<file path="config.mk">
export PLATFORM = sky130hd
export DESIGN_NAME = cbr_refresh_seq
export DESIGN_NICKNAME = d
export VERILOG_FILES = /design/src/rtl/cbr_pkg.sv /design/src/rtl/cbr_timebase.sv /design/src/rtl/cbr_pending.sv /design/src/rtl/cbr_engine.sv /design/src/rtl/cbr_refresh_seq.sv
export SDC_FILE = /design/constraint.sdc
export NUM_CORES = 1
export LEC_CHECK = 0
export CORE_ASPECT_RATIO = 0.5
export CORE_MARGIN = 4
export CORE_UTILIZATION = 62
export DETAILED_ROUTE_END_ITERATION = 10
export DONT_BUFFER_PORTS = 1
export HOLD_SLACK_MARGIN = 0.02
export PLACE_DENSITY = 0.78
export SYNTH_ARGS = -nofsm -noshare
export SYNTH_HDL_FRONTEND = slang
export SYNTH_SLANG_ARGS = --single-unit
export TNS_END_PERCENT = 100
</file>
<file path="constraint.sdc">
create_clock -name clk -period 2.8 [get_ports clk]
set_input_delay 0.14 -clock clk [delete_from_list [all_inputs] [get_ports clk]]
set_output_delay 0.14 -clock clk [all_outputs]
set_load 0.1 [all_outputs]
</file>
<file path="src/rtl/cbr_pkg.sv">
// Shared types for the refresh sequencer.
// Engine state codes carry the strobe levels: bit 2 is RAS#, bit 1 is CAS#,
// so both strobes come straight from flops with no decode.
package cbr_pkg;

    typedef enum logic [2:0] {
        ES_IDLE   = 3'b110,
        ES_PRE    = 3'b111,
        ES_CSU    = 3'b100,
        ES_ACT_CL = 3'b000,
        ES_ACT_CH = 3'b010
    } eng_state_t;

    typedef enum logic [1:0] {
        PH_PAUSE = 2'd0,
        PH_INIT  = 2'd1,
        PH_RUN   = 2'd2
    } phase_t;

    function automatic int max2(input int a, input int b);
        return (a > b) ? a : b;
    endfunction

endpackage

</file>
<file path="src/rtl/cbr_timebase.sv">
// Power-up pause counter and refresh interval timer.
// Assumes PAUSE_CYC >= 1 and INTERVAL_CYC >= 2. The pause pulse fires once
// after reset; the interval timer runs only while run_i is high.
module cbr_timebase #(
    parameter int PAUSE_CYC    = 20000,
    parameter int INTERVAL_CYC = 1560
) (
    input  logic clk,
    input  logic rst_n,
    input  logic run_i,
    output logic pause_done_o,
    output logic tick_o
);
    localparam int PCW = $clog2(PAUSE_CYC + 1);
    localparam int ICW = $clog2(INTERVAL_CYC + 1);

    logic [PCW-1:0] pcnt_q;
    logic           pdone_q;
    logic [ICW-1:0] icnt_q;

    assign pause_done_o = !pdone_q && (pcnt_q == PCW'(PAUSE_CYC - 1));
    assign tick_o       = run_i && (icnt_q == ICW'(INTERVAL_CYC - 1));

    // Count the settling pause once after reset.
    always_ff @(posedge clk) begin
        if (!rst_n) begin
            pcnt_q  <= '0;
            pdone_q <= 1'b0;
        end else if (pause_done_o) begin
            pdone_q <= 1'b1;
        end else if (!pdone_q) begin
            pcnt_q <= pcnt_q + 1'b1;
        end
    end

    // Free-running refresh interval while in normal operation.
    always_ff @(posedge clk) begin
        if (!rst_n || !run_i) icnt_q <= '0;
        else if (tick_o)      icnt_q <= '0;
        else                  icnt_q <= icnt_q + 1'b1;
    end


    tick_spacing_chk: assert property (@(posedge clk) disable iff (!rst_n)
        tick_o |=> !tick_o);

endmodule

</file>
<file path="src/rtl/cbr_pending.sv">
// Counter of refreshes owed. It is loaded with the init burst length when the
// pause ends, saturates at MAX_PEND on interval ticks, and counts down by one
// per refresh started. Assumes ticks do not arrive during the init burst.
module cbr_pending #(
    parameter int MAX_PEND = 8,
    parameter int INIT_CNT = 8,
    parameter int PW       = 4
) (
    input  logic clk,
    input  logic rst_n,
    input  logic load_i,
    input  logic tick_i,
    input  logic dec_i,
    output logic pend_nz_o
);
    logic [PW-1:0] pend_q;

    assign pend_nz_o = (pend_q != '0);

    // Track owed refreshes with saturation.
    always_ff @(posedge clk) begin
        if (!rst_n)                 pend_q <= '0;
        else if (load_i)            pend_q <= PW'(INIT_CNT);
        else if (tick_i && !dec_i) begin
            if (pend_q < PW'(MAX_PEND)) pend_q <= pend_q + 1'b1;
        end else if (dec_i && !tick_i) pend_q <= pend_q - 1'b1;
    end


    pend_saturate_chk: assert property (@(posedge clk) disable iff (!rst_n)
        tick_i && !dec_i && !load_i && pend_q == PW'(MAX_PEND) |=> pend_q == PW'(MAX_PEND));


    pend_no_underflow_chk: assert property (@(posedge clk) disable iff (!rst_n)
        dec_i |-> pend_q != '0);

endmodule

</file>
<file path="src/rtl/cbr_engine.sv">
// Strobe engine for one or more CAS-before-RAS cycles.
// Phases: CAS lead (T_CSR), RAS low with CAS low (T_CHR), RAS low with CAS
// high (T_RAS - T_CHR), precharge (T_PRE). Assumes T_RAS > T_CHR >= 1,
// T_CSR >= 1 and T_PRE >= 1. A new cycle starts only with grant held.
module cbr_engine
    import cbr_pkg::*;
#(
    parameter int T_CSR = 1,
    parameter int T_CHR = 1,
    parameter int T_RAS = 5,
    parameter int T_PRE = 4
) (
    input  logic clk,
    input  logic rst_n,
    input  logic gnt_i,
    input  logic pend_nz_i,
    output logic start_o,
    output logic own_o,
    output logic ras_n_o,
    output logic cas_n_o
);
    localparam int LONGEST = max2(max2(T_CSR, T_RAS), T_PRE);
    localparam int CW      = $clog2(LONGEST + 1);

    eng_state_t     st_q, st_d;
    logic [CW-1:0]  cnt_q, cnt_d, len;
    logic           last;

    assign ras_n_o = st_q[2];
    assign cas_n_o = st_q[1];
    assign own_o   = (st_q != ES_IDLE);

    // Length of the current phase.
    always_comb begin
        case (st_q)
            ES_CSU:    len = CW'(T_CSR);
            ES_ACT_CL: len = CW'(T_CHR);
            ES_ACT_CH: len = CW'(T_RAS - T_CHR);
            ES_PRE:    len = CW'(T_PRE);
            default:   len = CW'(1);
        endcase
    end

    assign last = (cnt_q == len - 1'b1);

    // Phase sequencing and start decision.
    always_comb begin
        st_d    = st_q;
        cnt_d   = cnt_q + 1'b1;
        start_o = 1'b0;
        case (st_q)
            ES_IDLE: begin
                cnt_d = '0;
                if (gnt_i && pend_nz_i) begin
                    st_d    = ES_CSU;
                    start_o = 1'b1;
                end
            end
            ES_CSU:    if (last) begin st_d = ES_ACT_CL; cnt_d = '0; end
            ES_ACT_CL: if (last) begin st_d = ES_ACT_CH; cnt_d = '0; end
            ES_ACT_CH: if (last) begin st_d = ES_PRE;    cnt_d = '0; end
            ES_PRE: begin
                if (last) begin
                    cnt_d = '0;
                    if (gnt_i && pend_nz_i) begin
                        st_d    = ES_CSU;
                        start_o = 1'b1;
                    end else begin
                        st_d = ES_IDLE;
                    end
                end
            end
            default: begin
                st_d  = ES_IDLE;
                cnt_d = '0;
            end
        endcase
    end

    // State and phase counter registers.
    always_ff @(posedge clk) begin
        if (!rst_n) begin
            st_q  <= ES_IDLE;
            cnt_q <= '0;
        end else begin
            st_q  <= st_d;
            cnt_q <= cnt_d;
        end
    end


    cas_leads_ras_chk: assert property (@(posedge clk) disable iff (!rst_n)
        $fell(ras_n_o) |-> !cas_n_o && !$past(cas_n_o));


    no_cas_fall_in_ras_chk: assert property (@(posedge clk) disable iff (!rst_n)
        !ras_n_o && !$past(ras_n_o) |-> !$fell(cas_n_o));


    start_needs_grant_chk: assert property (@(posedge clk) disable iff (!rst_n)
        $fell(cas_n_o) && $past(st_q == ES_IDLE) |-> $past(gnt_i));

endmodule

</file>
<file path="src/rtl/cbr_refresh_seq.sv">
// Top of the refresh and power-up sequencer. Phases: pause, init burst,
// normal running. Ready is high only in normal running. While bus_own_o is
// high the access controller must pass these strobes to the DRAM and leave
// address and data undriven. Assumes grant, once given, stays high while
// req_o is high or until the sequencer releases the bus.
module cbr_refresh_seq
    import cbr_pkg::*;
#(
    parameter int PAUSE_CYC    = 20000,
    parameter int INIT_CNT     = 8,
    parameter int INTERVAL_CYC = 1560,
    parameter int MAX_PEND     = 8,
    parameter int T_CSR        = 1,
    parameter int T_CHR        = 1,
    parameter int T_RAS        = 5,
    parameter int T_RP         = 3,
    parameter int T_RPC        = 1,
    parameter int T_RC         = 9
) (
    input  logic clk,
    input  logic rst_n,
    input  logic gnt_i,
    output logic req_o,
    output logic ready_o,
    output logic bus_own_o,
    output logic ras_n_o,
    output logic cas_n_o,
    output logic we_n_o
);
    localparam int T_PRE  = max2(max2(T_RP, T_RPC), T_RC - T_RAS - T_CSR);
    localparam int PW     = $clog2(max2(INIT_CNT, MAX_PEND) + 1);

    phase_t phase_q;
    logic   pause_done, tick, start, pend_nz;

    assign ready_o = (phase_q == PH_RUN);
    assign req_o   = pend_nz;
    assign we_n_o  = 1'b1;

    cbr_timebase #(
        .PAUSE_CYC    (PAUSE_CYC),
        .INTERVAL_CYC (INTERVAL_CYC)
    ) i_timebase (
        .clk          (clk),
        .rst_n        (rst_n),
        .run_i        (ready_o),
        .pause_done_o (pause_done),
        .tick_o       (tick)
    );

    cbr_pending #(
        .MAX_PEND  (MAX_PEND),
        .INIT_CNT  (INIT_CNT),
        .PW        (PW)
    ) i_pending (
        .clk       (clk),
        .rst_n     (rst_n),
        .load_i    (pause_done),
        .tick_i    (tick),
        .dec_i     (start),
        .pend_nz_o (pend_nz)
    );

    cbr_engine #(
        .T_CSR     (T_CSR),
        .T_CHR     (T_CHR),
        .T_RAS     (T_RAS),
        .T_PRE     (T_PRE)
    ) i_engine (
        .clk       (clk),
        .rst_n     (rst_n),
        .gnt_i     (gnt_i),
        .pend_nz_i (pend_nz),
        .start_o   (start),
        .own_o     (bus_own_o),
        .ras_n_o   (ras_n_o),
        .cas_n_o   (cas_n_o)
    );

    // Advance pause -> init burst -> normal running.
    always_ff @(posedge clk) begin
        if (!rst_n) phase_q <= PH_PAUSE;
        else begin
            case (phase_q)
                PH_PAUSE: if (pause_done) phase_q <= PH_INIT;
                PH_INIT:  if (!pend_nz && !bus_own_o) phase_q <= PH_RUN;
                default:  phase_q <= PH_RUN;
            endcase
        end
    end


    quiet_in_pause_chk: assert property (@(posedge clk) disable iff (!rst_n)
        phase_q == PH_PAUSE |-> !req_o && !bus_own_o && ras_n_o && cas_n_o);


    ready_sticky_chk: assert property (@(posedge clk) disable iff (!rst_n)
        ready_o |=> ready_o);

endmodule

</file>
==> results by group <==
Status
  • Outcome: complete, no violations

Worst hold path
  • Worst Hold Class: input pin to register
  • Hold Crit Endpoint: i_pending.pend_q[1]
  • Hold depth: 2
  • Hold_sp: rst_n

STA
  • Slew HR: 0.5091
  • Slew @ Worst Pin: 0.7339 ns
  • RSZ-0062 raised after global routing: no
  • Max Transition Viols Final: 0
  • Clock Skew: 0.005139 ns
  • Final Hold Viols: 0
  • Period utilisation layout: 0.9025
  • Fmax: 395.7 MHz
  • Final setup fails: 0
  • Final min period: 2.527 ns
  • Total negative setup slack: 0 ns

Finish
  • Nets: 234
  • Post-route insts no fill: 262
  • Fraction of layout cells with a size suffix above 1: 0.08108
  • Area of the multi-input gates: 0.001107 mm²
  • Register area: 780.7 µm²
  • Fillers: 249
  • Area grow syn2layout: 7.553%
  • N_diodes: 0

Flow run
  • Max cap viols: 0

Detailed routing
  • Vias per cell: 5.771
  • DR iter-0 viols: 61
  • Total Wirelength: 3.506 mm
  • Via Count: 1512
  • Drt pass-1 iters: 6
  • DRT antenna net count: 0
  • # DRC: 0
  • Routed len/inst: 13.38 µm

Power and ir drop
  • Switching Share: 0.4000
  • Leak: 0.0007896 µW
  • Total power: 1544 µW
  • P_sw: 617.6 µW
  • Maximum VDD drop: 530.5 µV
  • Power per cell area: 740.8 mW/mm²
  • Register share of total power: 0.412
  • Comb pwr share: 0.366
  • Total internal power: 926.6 µW
  • Clock power frac: 0.222

Logic synthesis
  • Main synth FF type: dfxtp_1
  • Largest family of logic cells by synthesized area: simple AND/OR/NAND/NOR gates
  • Post-synthesis simple-gate area fraction: 0.2957
  • Mapped Area: 0.001938 mm²
  • Top cell type by total area after synthesis: dfxtp_1
  • Synth Area in XOR/XNOR: 0.09038
  • Yosys cell types: 48
  • EDFF count, synth: 0
  • Post-synthesis register bit count: 39
  • Syn Inst Count: 217
  • Post-Synthesis Net Count: 228
  • Synth Area in Compound Gates: 0.1091
  • Synth Area in Adders: 0.05552
  • Yosys warnings: 0
  • Multiplexer area fraction after synthesis: 0.01549
  • Main area contributors after synthesis: dfxtp_1, xor2_1, nor2_1
  • Sequential fraction of the synthesis area: 0.4028
  • FFs w/ async S/R, synth: 0
  • Share of the synthesized area in the top cell type: 0.4028
  • Mean Syn Cell Area: 8.931 µm²

Place
  • IO buf count: 0
  • Dpl hpwl: 2.532 mm
  • Inst Count DP: 255
  • Routability Congestion: 0.8118

Clock tree
  • Skew-Pair Late Insertion Delay: 0.28 ns
  • Post-CTS setup buffer count: 0
  • Worst-path clk slew: 0.07 ns
  • Root buf cell: clkbuf_8
  • Clk sink count: 39
  • Resize count post-CTS: 0
  • CTS Buf Count: 5
  • H-tree levels: 2
  • TritonCTS clock tree: built
  • Hold buffer count at cts: 1
  • Worst-case clock buffer depth: 2

GRT
  • Gr ovfl total: 0
  • First-pass GRT wire length: 5.961 mm
  • Total global-route track usage: 0.1876
  • Initial antenna violation count: 0
  • Largest net degree at the start of global routing: 25
  • Vias in the first global route: 1335

Setup path
  • Reg2reg path depth: 10
  • Flop2flop setup slack: 0.27 ns
  • Crit path top cell by count: ha_1
  • Worst path cell trace: ha_1, and4_1, nand4b_1, nor3b_1, ha_1, inv_1, ha_1, a21oi_1, a21oi_1, o31a_1
  • Required time of the critical path: 2.97 ns
  • CP max-delay cell: dfxtp_1
  • CP max FO: 4
  • Arrival time at the worst endpoint: 2.70 ns
  • Critical path type: register to register
  • Cell family with most CP delay: adder cells
  • FF-to-FF Start: i_timebase.icnt_q[0]
  • CP Launch Type: register
  • Max incr delay on CP: 0.37 ns
  • Crit. End Element: register
  • Worst R2R End: i_pending.pend_q[3]
  • WP buf/inv: 1

Floorplanning
  • Die Ht: 47.54 µm
  • IO Pins: 9
  • # rows: 14
  • Total die area: 0.004139 mm²
  • Starting Density: 0.6470
  • Core ar.: 0.002995 mm²
  • Die W: 87.07 µm
synth_stat cells (2+ instances only):
master,number
and3_1,2
o41ai_1,2
nor2_1,24
or3_1,4
nor4_1,3
a21boi_0,3
nor3_1,8
ha_1,7
xnor2_1,6
o21ai_0,9
dfxtp_1,39
and4b_1,2
nand4b_1,2
nand2_1,15
inv_1,7
nor2b_1,4
nand4_1,6
mux2i_1,3
o21a_1,2
a21oi_1,4
xor2_1,14
a21bo_2,2
nand3_1,9
nor4b_1,2
clkbuf_1,6
nand2b_1,2
and4_1,3
and2_1,7
state kept, by name (all words and copies together) (netlist names):
register and flops:
i_timebase.pdone_q 1, phase_q 2, i_timebase.icnt_q 11, i_engine.st_q 3, i_timebase.pcnt_q 15, i_engine.cnt_q 3, i_pending.pend_q 4
area by class of cell:
cell class | instances | share of cell area
clock buffer | 6 | 0.03481
inverter | 7 | 0.01261
multi-input combinational | 164 | 0.5312
sequential | 39 | 0.3745
tap | 40 | 0.02401
timing repair buffer | 6 | 0.02281
logic make-up (layout without fill, tap and decap cells):
family / Yosys count / count (layout)
AO/OA/AOI/OAI: 31 / 31
XOR/XNOR: 20 / 20
adder cells (fa/ha/maj): 8 / 8
buffers and inverters: 14 / 19
flip-flops: 39 / 39
multiplexers: 3 / 3
other: 1 / 1
AND/OR/NAND/NOR: 101 / 101
how the worst max path moves through the flow:
stage                               from                  end  slack [ns]  depth (start not counted)
finish              i_timebase.icnt_q[0]  i_pending.pend_q[3]        0.27                         10
global route        i_timebase.icnt_q[0]  i_pending.pend_q[3]        0.03                         10
CTS                 i_timebase.icnt_q[0]  i_pending.pend_q[3]        0.26                         10
detailed placement  i_timebase.icnt_q[0]  i_pending.pend_q[3]        0.32                         10
global placement    i_timebase.icnt_q[0]  i_pending.pend_q[3]        0.45                         10
floorplan               i_engine.st_q[1]  i_pending.pend_q[3]        0.09                          9
power groups by stage:
stage | clock network (µW) | registers [µW] | logic, µW
after detailed placement | 0 | 648 | 561
after floorplan | 0 | 705 | 405
after global routing | 382 | 643 | 604
after global placement | 0 | 647 | 542
after CTS | 352 | 636 | 566
final | 342 | 636 | 566
placed cells by master, fill, tap and decap left out, drive strengths merged, types with 7 or more instances in the layout:
cell type / synthesis / routed
nand3: 9 / 9
inv: 7 / 7
nand2: 15 / 15
dfxtp: 39 / 39
and2: 7 / 7
ha: 7 / 7
nor3: 9 / 9
nor2: 24 / 24
o21ai: 9 / 9
xor2: 14 / 14
per-stage QoR:
step / util / instance area (µm²) / hold WS, ns / setup WS [ns]
6_report: 0.6959 / 2085 / 0.04708 / 0.2731
5_1_grt: 0.6959 / 2085 / 0.03919 / 0.02901
4_1_cts: 0.6959 / 2085 / 0.04090 / 0.2604
3_5_place_dp: 0.6683 / 2002 / 0.2332 / 0.3221
3_3_place_gp: 0.6683 / 2002 / 0.2277 / 0.4529
2_1_floorplan: - / 1942 / 0.4260 / 0.09226
routing by layer:
metal  track usage  part of all wire  up-vias
li1              -                 -      782
met1        0.2283              0.47      704
met2        0.3288              0.47       22
met3       0.06873             0.045        4
met4       0.04037            0.0071        0
met5             0                 0        -
No activity file was read; power rests on OpenSTA's default activity.
